--- src/rtl/irq_hub_pkg.sv ---
package irq_hub_pkg;
  localparam int SRC_N   = 4;  // flags held: three external plus the scan tick
  localparam int EXT_N   = 3;  // edge-detected external sources
  localparam int KEY_BIT = 3;  // position of the scan flag in both registers
  localparam int DATA_W  = 8;

  // strobes from the decoder to the register datapath
  typedef struct packed {
    logic maskWr;
    logic statWr;
    logic statRd;
    logic lastRowRd;
  } hubStrobe_t;
endpackage

--- src/rtl/irq_hub_ctrl.sv ---
module irq_hub_ctrl
  import irq_hub_pkg::*;
#(
  parameter int ADDR_W    = 4,
  parameter int MASK_ADDR = 0,
  parameter int STAT_ADDR = 1,
  parameter int ROW_BASE  = 2,
  parameter int ROW_COUNT = 10
) (
  input  logic              busWr,
  input  logic              busRd,
  input  logic [ADDR_W-1:0] busAddr,
  output hubStrobe_t        strb
);
  localparam int LAST_ROW = ROW_BASE + ROW_COUNT - 1;

  logic [ROW_COUNT-1:0] rowHit;

  // one hit line per keyboard row; only the final one has a side effect
  for (genvar r = 0; r < ROW_COUNT; r++) begin : g_row
    assign rowHit[r] = busRd && (busAddr == ADDR_W'(ROW_BASE + r));
  end

  always_comb begin
    strb           = '0;
    strb.maskWr    = busWr && (busAddr == ADDR_W'(MASK_ADDR));
    strb.statWr    = busWr && (busAddr == ADDR_W'(STAT_ADDR));
    strb.statRd    = busRd && (busAddr == ADDR_W'(STAT_ADDR));
    strb.lastRowRd = rowHit[LAST_ROW - ROW_BASE];
  end
endmodule

--- src/rtl/irq_hub_tick.sv ---
module irq_hub_tick #(
  parameter int TICK_DIV = 500000
) (
  input  logic clk,
  input  logic rstN,
  input  logic restart,
  output logic tick
);
  localparam int CNT_W = (TICK_DIV > 2) ? $clog2(TICK_DIV) : 1;
  localparam logic [CNT_W-1:0] LAST_CNT = CNT_W'(TICK_DIV - 1);

  logic [CNT_W-1:0] cnt;

  assign tick = (cnt == LAST_CNT);

  always_ff @(posedge clk) begin
    if (!rstN || restart || tick) cnt <= '0;
    else                          cnt <= cnt + 1'b1;
  end
endmodule

--- src/rtl/irq_hub_dp.sv ---
module irq_hub_dp
  import irq_hub_pkg::*;
(
  input  logic              clk,
  input  logic              rstN,
  input  hubStrobe_t        strb,
  input  logic [DATA_W-1:0] wdata,
  input  logic [EXT_N-1:0]  srcLvl,
  input  logic              tick,
  output logic [DATA_W-1:0] rdata,
  output logic              irq
);
  logic [EXT_N-1:0] prevLvl;
  logic [EXT_N-1:0] rise;
  logic [SRC_N-1:0] pend;
  logic [SRC_N-1:0] maskQ;

  assign rise = srcLvl & ~prevLvl;

  always_ff @(posedge clk) begin
    if (!rstN) begin
      prevLvl <= '0;
      maskQ   <= '0;
    end else begin
      prevLvl <= srcLvl;
      if (strb.maskWr) maskQ <= wdata[SRC_N-1:0];
    end
  end

  // external flags: an edge wins over a clearing write in the same clock
  for (genvar i = 0; i < EXT_N; i++) begin : g_ext
    always_ff @(posedge clk) begin
      if (!rstN)                         pend[i] <= 1'b0;
      else if (rise[i])                  pend[i] <= 1'b1;
      else if (strb.statWr && !wdata[i]) pend[i] <= 1'b0;
    end
  end

  // scan flag: set by the timer, cleared only by the last-row read
  always_ff @(posedge clk) begin
    if (!rstN)               pend[KEY_BIT] <= 1'b0;
    else if (tick)           pend[KEY_BIT] <= 1'b1;
    else if (strb.lastRowRd) pend[KEY_BIT] <= 1'b0;
  end

  assign irq   = |(pend & maskQ);
  assign rdata = strb.statRd ? {{(DATA_W-SRC_N){1'b1}}, ~pend} : {DATA_W{1'b1}};
endmodule

--- src/rtl/irq_hub.sv ---
module irq_hub
  import irq_hub_pkg::*;
#(
  parameter int ADDR_W    = 4,
  parameter int MASK_ADDR = 0,
  parameter int STAT_ADDR = 1,
  parameter int ROW_BASE  = 2,
  parameter int ROW_COUNT = 10,
  parameter int TICK_DIV  = 500000
) (
  input  logic              clk,
  input  logic              rstN,
  input  logic [ADDR_W-1:0] busAddr,
  input  logic              busWr,
  input  logic              busRd,
  input  logic [7:0]        busWdata,
  output logic [7:0]        busRdata,
  input  logic              rxRdy,
  input  logic              txRdy,
  input  logic              parAck,
  output logic              irq
);
  hubStrobe_t strb;
  logic       tickPulse;

  irq_hub_ctrl #(
    .ADDR_W(ADDR_W), .MASK_ADDR(MASK_ADDR), .STAT_ADDR(STAT_ADDR),
    .ROW_BASE(ROW_BASE), .ROW_COUNT(ROW_COUNT)
  ) u_ctrl (
    .busWr(busWr), .busRd(busRd), .busAddr(busAddr), .strb(strb)
  );

  irq_hub_tick #(.TICK_DIV(TICK_DIV)) u_tick (
    .clk(clk), .rstN(rstN), .restart(strb.lastRowRd), .tick(tickPulse)
  );

  irq_hub_dp u_dp (
    .clk(clk), .rstN(rstN), .strb(strb), .wdata(busWdata),
    .srcLvl({parAck, txRdy, rxRdy}), .tick(tickPulse),
    .rdata(busRdata), .irq(irq)
  );
endmodule

--- config.mk ---
export PLATFORM = sky130hd
export DESIGN_NAME = irq_hub
export DESIGN_NICKNAME = d
export VERILOG_FILES = /design/src/rtl/irq_hub_pkg.sv /design/src/rtl/irq_hub_ctrl.sv /design/src/rtl/irq_hub_tick.sv /design/src/rtl/irq_hub_dp.sv /design/src/rtl/irq_hub.sv
export SDC_FILE = /design/constraint.sdc
export NUM_CORES = 1
export LEC_CHECK = 0
export CAP_MARGIN = 30
export CORE_ASPECT_RATIO = 0.75
export CORE_MARGIN = 1.5
export CORE_UTILIZATION = 50
export CTS_BUF_LIST = sky130_fd_sc_hd__clkbuf_8 sky130_fd_sc_hd__clkbuf_16
export CTS_CLUSTER_SIZE = 24
export DETAILED_ROUTE_END_ITERATION = 8
export MAX_ROUTING_LAYER = met4
export PLACE_DENSITY = 0.85
export SYNTH_ARGS = -nofsm -noshare
export SYNTH_HDL_FRONTEND = slang
export SYNTH_SLANG_ARGS = --single-unit
--- constraint.sdc ---
create_clock -name clk -period 2.01 [get_ports clk]
set_clock_uncertainty 0.05 [all_clocks]
set_input_delay 0.201 -clock clk [delete_from_list [all_inputs] [get_ports clk]]
set_output_delay 0.201 -clock clk [all_outputs]
set_load 0.02 [all_outputs]
==> impl_summary.txt <==
----------------------------------------------------
[Timing]
  Final critical path time including I/O delays and setup ... approximately 1900 ps
  Total of endpoints with negative setup slack in the final report ... 0
  RSZ-0062 raised after global routing ... false
  Fmax achieved ... around 540 MHz
  Period Utilization, post-route ... 92.98%
  Pins over their slew limit ... 0
  Final Hold Vio Count ... 0
  Setup slack after layout ... between 100 and 150 ps

[Setup path]
  List of cells traversed by the critical path ... ha_1 > nand3_1 > or4b_4 > o21ai_4 > buf_12 > a21oi_1
  Kind of critical path ... reg -> reg
  Bufs and invs on worst path ... 1
  Crit path max fanout ... 19
  Longest individual stage delay on the worst path ... 560 ps
  Required time at the worst-slack endpoint ... ~2100 ps
  Startpoint type of the worst setup path ... register
  Worst reg2reg path depth ... 6
  Setup slack on the worst flop-to-flop path ... roughly 140 ps
  Number of logic stages on the critical path including buffering ... 6
  Cell with the biggest individual delay on the critical path ... sky130_fd_sc_hd__or4b_4
  Crit path arrival time ... about 2000 ps
  Kind of end point of the critical path ... register
  Cell family contributing the most delay on the critical path ... simple AND/OR/NAND/NOR gates

[Yosys]
  Synth Cell Area ... 1376 um^2
  Cell count after synthesis ... 150
  FF+latch count, synth ... 30
  Commonest register cell after synthesis ... sky130_fd_sc_hd__dfxtp_1
  Share of synthesized flip-flops with an asynchronous set or reset ... 0%
  Synth warnings ... 0
  Sequential area share after synthesis ... between 40% and 50%
  Cell types with the highest counts after synthesis ... 30 x sky130_fd_sc_hd__dfxtp_1, 18 x sky130_fd_sc_hd__nor2_1, 11 x sky130_fd_sc_hd__nand2_1
  Yosys top cell by area ... sky130_fd_sc_hd__dfxtp_1
  Count of cell types in the netlist ... 39
  Mean Syn Cell Area ... 9.175 um^2
  Ranking of synthesized cells by area ... sky130_fd_sc_hd__dfxtp_1 44%, sky130_fd_sc_hd__xor2_1 5.7%, sky130_fd_sc_hd__nor2_1 4.9%
  Count of flip-flops with a built-in enable after synthesis ... 0
  Most common cell in the netlist ... sky130_fd_sc_hd__dfxtp_1
  Fraction of post-synthesis cell area in the top cell type by area ... 43.64%

[Global route]
  Number of global-route vias before repair ... 1114
  GRT Util Overall ... between 20% and 30%
  First-pass GRT wire length ... approximately 5200 um
  Number of antenna violations at the first check in global routing ... 0
  Largest net degree at the start of global routing ... 20
  Grt total ovfl ... 0

[Clock tree]
  Post-CTS Setup Repair Bufs ... 0
  Inserted Clock Buffers ... 5
  Maximum buffer depth of the clock tree ... 2
  Worst skew pair latency ... 280 ps
  Total of hold buffers inserted after clock tree synthesis ... 0
  # resized after CTS ... 4
  Clock sink count ... 30
  Deepest level of the CTS H-tree ... 2
  CTS clock-pin slew for the worst setup and hold paths ... around 60 ps
  Cell at the root of the clock tree ... sky130_fd_sc_hd__clkbuf_8
  Clock tree from TritonCTS ... yes

[Detailed routing]
  Length of the first detailed-routing pass in iterations ... 4
  Number of design rule violations left after detail routing ... 0
  Via density ... between 5 and 6
  Drt total wl ... ~3100 um
  Final routed wire length divided by cell count ... 14.70 um
  Detailed-route via count ... 1155
  Antenna-violating nets left ... 0
  First DRT Iteration DRCs ... 38

[Final layout]
  Total number of nets in the final design ... slightly below 200
  Util after Layout ... between 60% and 70%
  Area Overhead vs Synth ... 22.64%
  Fill cell instance count of the final layout ... between 200 and 250
  Fraction of layout cells with a size suffix above 1 ... 10.86%
  Layout Cell Area excl Fill ... approximately 1700 um^2
  Antenna Cells ... 0

[Status]
  Status ... complete, no violations

[Floorplan]
  Cell Rows ... 16
  Initial cell density of the core ... roughly 53%
  Core area ... roughly 2600 um^2
  Die Span Y ... around 48 um
  Chip Width ... between 60 and 70 um
  Ports ... 28
  Die footprint ... 3080 um^2

[Min path]
  Depth of the worst hold-timing path ... 2
  Class of the tightest hold or removal check ... reg -> reg

[Place]
  Dpl hpwl ... between 2000 and 2500 um
  Port bufs ... 19
  Post-place instance area ... roughly 1600 um^2
  RD Place Congestion ... about 0.88
  Setup Slack @ Placement ... -10.88 ps

[Power]
  Total chip power ... ~1.2 mW
  Static power due to leakage ... about 0.6 nW
  Worst vdd rail ir drop ... ~0.00048 V
  Power density over the cells ... approximately 700 nW/um^2

[Flow run]
  Number of maximum-capacitance violations ... 0

----------------------------------------------------
==> placed cells by master, fill, tap and decap left out, types with 3 or more instances in the layout <==
master / n
sky130_fd_sc_hd__dfxtp_1: 30
sky130_fd_sc_hd__nor2_1: 18
sky130_fd_sc_hd__clkdlybuf4s50_1: 15
sky130_fd_sc_hd__nand2_1: 11
sky130_fd_sc_hd__xor2_1: 9
sky130_fd_sc_hd__nand3_1: 8
sky130_fd_sc_hd__nand4_1: 6
sky130_fd_sc_hd__clkbuf_8: 5
sky130_fd_sc_hd__xnor2_1: 4
sky130_fd_sc_hd__nand2b_1: 4
sky130_fd_sc_hd__mux2i_1: 4
sky130_fd_sc_hd__nor2b_1: 4
sky130_fd_sc_hd__a21oi_1: 4
sky130_fd_sc_hd__o21ai_0: 4
sky130_fd_sc_hd__conb_1: 4
sky130_fd_sc_hd__dlygate4sd2_1: 4
sky130_fd_sc_hd__buf_4: 4
sky130_fd_sc_hd__and2_1: 3
sky130_fd_sc_hd__o31ai_1: 3
sky130_fd_sc_hd__or4_1: 3
sky130_fd_sc_hd__a21boi_0: 3
==> path summary, 6_finish.rpt <==
check | startpoint | end
worst max-delay path | u_tick.cnt[1]$_SDFF_PP0_ | u_tick.cnt[17]$_SDFF_PP0_
worst max register to register | u_tick.cnt[1]$_SDFF_PP0_ | u_tick.cnt[17]$_SDFF_PP0_
worst min-delay path | u_dp.prevLvl[0]$_SDFF_PN0_ | u_dp.pend[0]$_SDFFE_PN0P_
worst min register to register | u_dp.prevLvl[0]$_SDFF_PN0_ | u_dp.pend[0]$_SDFFE_PN0P_
==> flip-flops by register name, indices dropped and copies added (netlist names) <==
name          flops
u_dp.maskQ        4
u_dp.pend         4
u_dp.prevLvl      3
u_tick.cnt       19
==> metal layers <==
metal / GRT usage (%) / up-vias / share of wire, %
li1: - / 566 / -
met3: 5.116 / 4 / 5.0
met2: 38.42 / 35 / 51
met5: - / - / 0
met4: 9.420 / 0 / 1.1
met1: 25.85 / 550 / 43
==> stage by stage <==
| stage | hold slack (ps) | setup TNS [ps] | cells |
|---|---|---|---|
| 2_1_floorplan | 272.7 | 0 | 153 |
| 4_1_cts | 439.7 | 0 | 211 |
| 6_report | 438.3 | 0 | 211 |
| 5_1_grt | 446.3 | 0 | 211 |
| 3_3_place_gp | 411.2 | 0 | 204 |
| 3_5_place_dp | 430.9 | -16.22 | 204 |
==> where the power goes <==
group / switching (mW) / internal, mW / total [mW]
Combinational: 0.0423 / 0.0505 / 0.0928
Clock: 0.212 / 0.231 / 0.443
Sequential: 0.0110 / 0.609 / 0.620
Total: 0.265 / 0.891 / 1.16
==> cells by family (layout without fill, tap and decap cells) <==
family | Yosys count | in the layout | synth area share [%]
other cells | 1 | 4 | 0.2725
simple gates | 71 | 71 | 29.55
xor+xnor | 13 | 13 | 8.273
buf+inv | 11 | 33 | 4.818
mux | 4 | 4 | 2.909
flops | 30 | 30 | 43.64
compound gates | 19 | 19 | 9.637
fa+ha+maj | 1 | 1 | 0.9089
==> final cells by class <==
type | instances | area [um^2] | share of cell area, %
timing repair buffer | 24 | 235.2 | 13.94
clock inverter | 2 | 10.01 | 0.5930
multi-input combinational | 112 | 720.7 | 42.70
tap | 36 | 45.04 | 2.669
sequential | 30 | 600.6 | 35.58
clock buffer | 5 | 68.82 | 4.077
inverter | 2 | 7.507 | 0.4448
==> worst min-delay path, cell delays in order (launching register included) <==
cell                       delay (ps)
sky130_fd_sc_hd__dfxtp_1          300
sky130_fd_sc_hd__nand2b_1          80
sky130_fd_sc_hd__a21boi_0          60
Note: power is estimated with default switching activity, not from simulation.
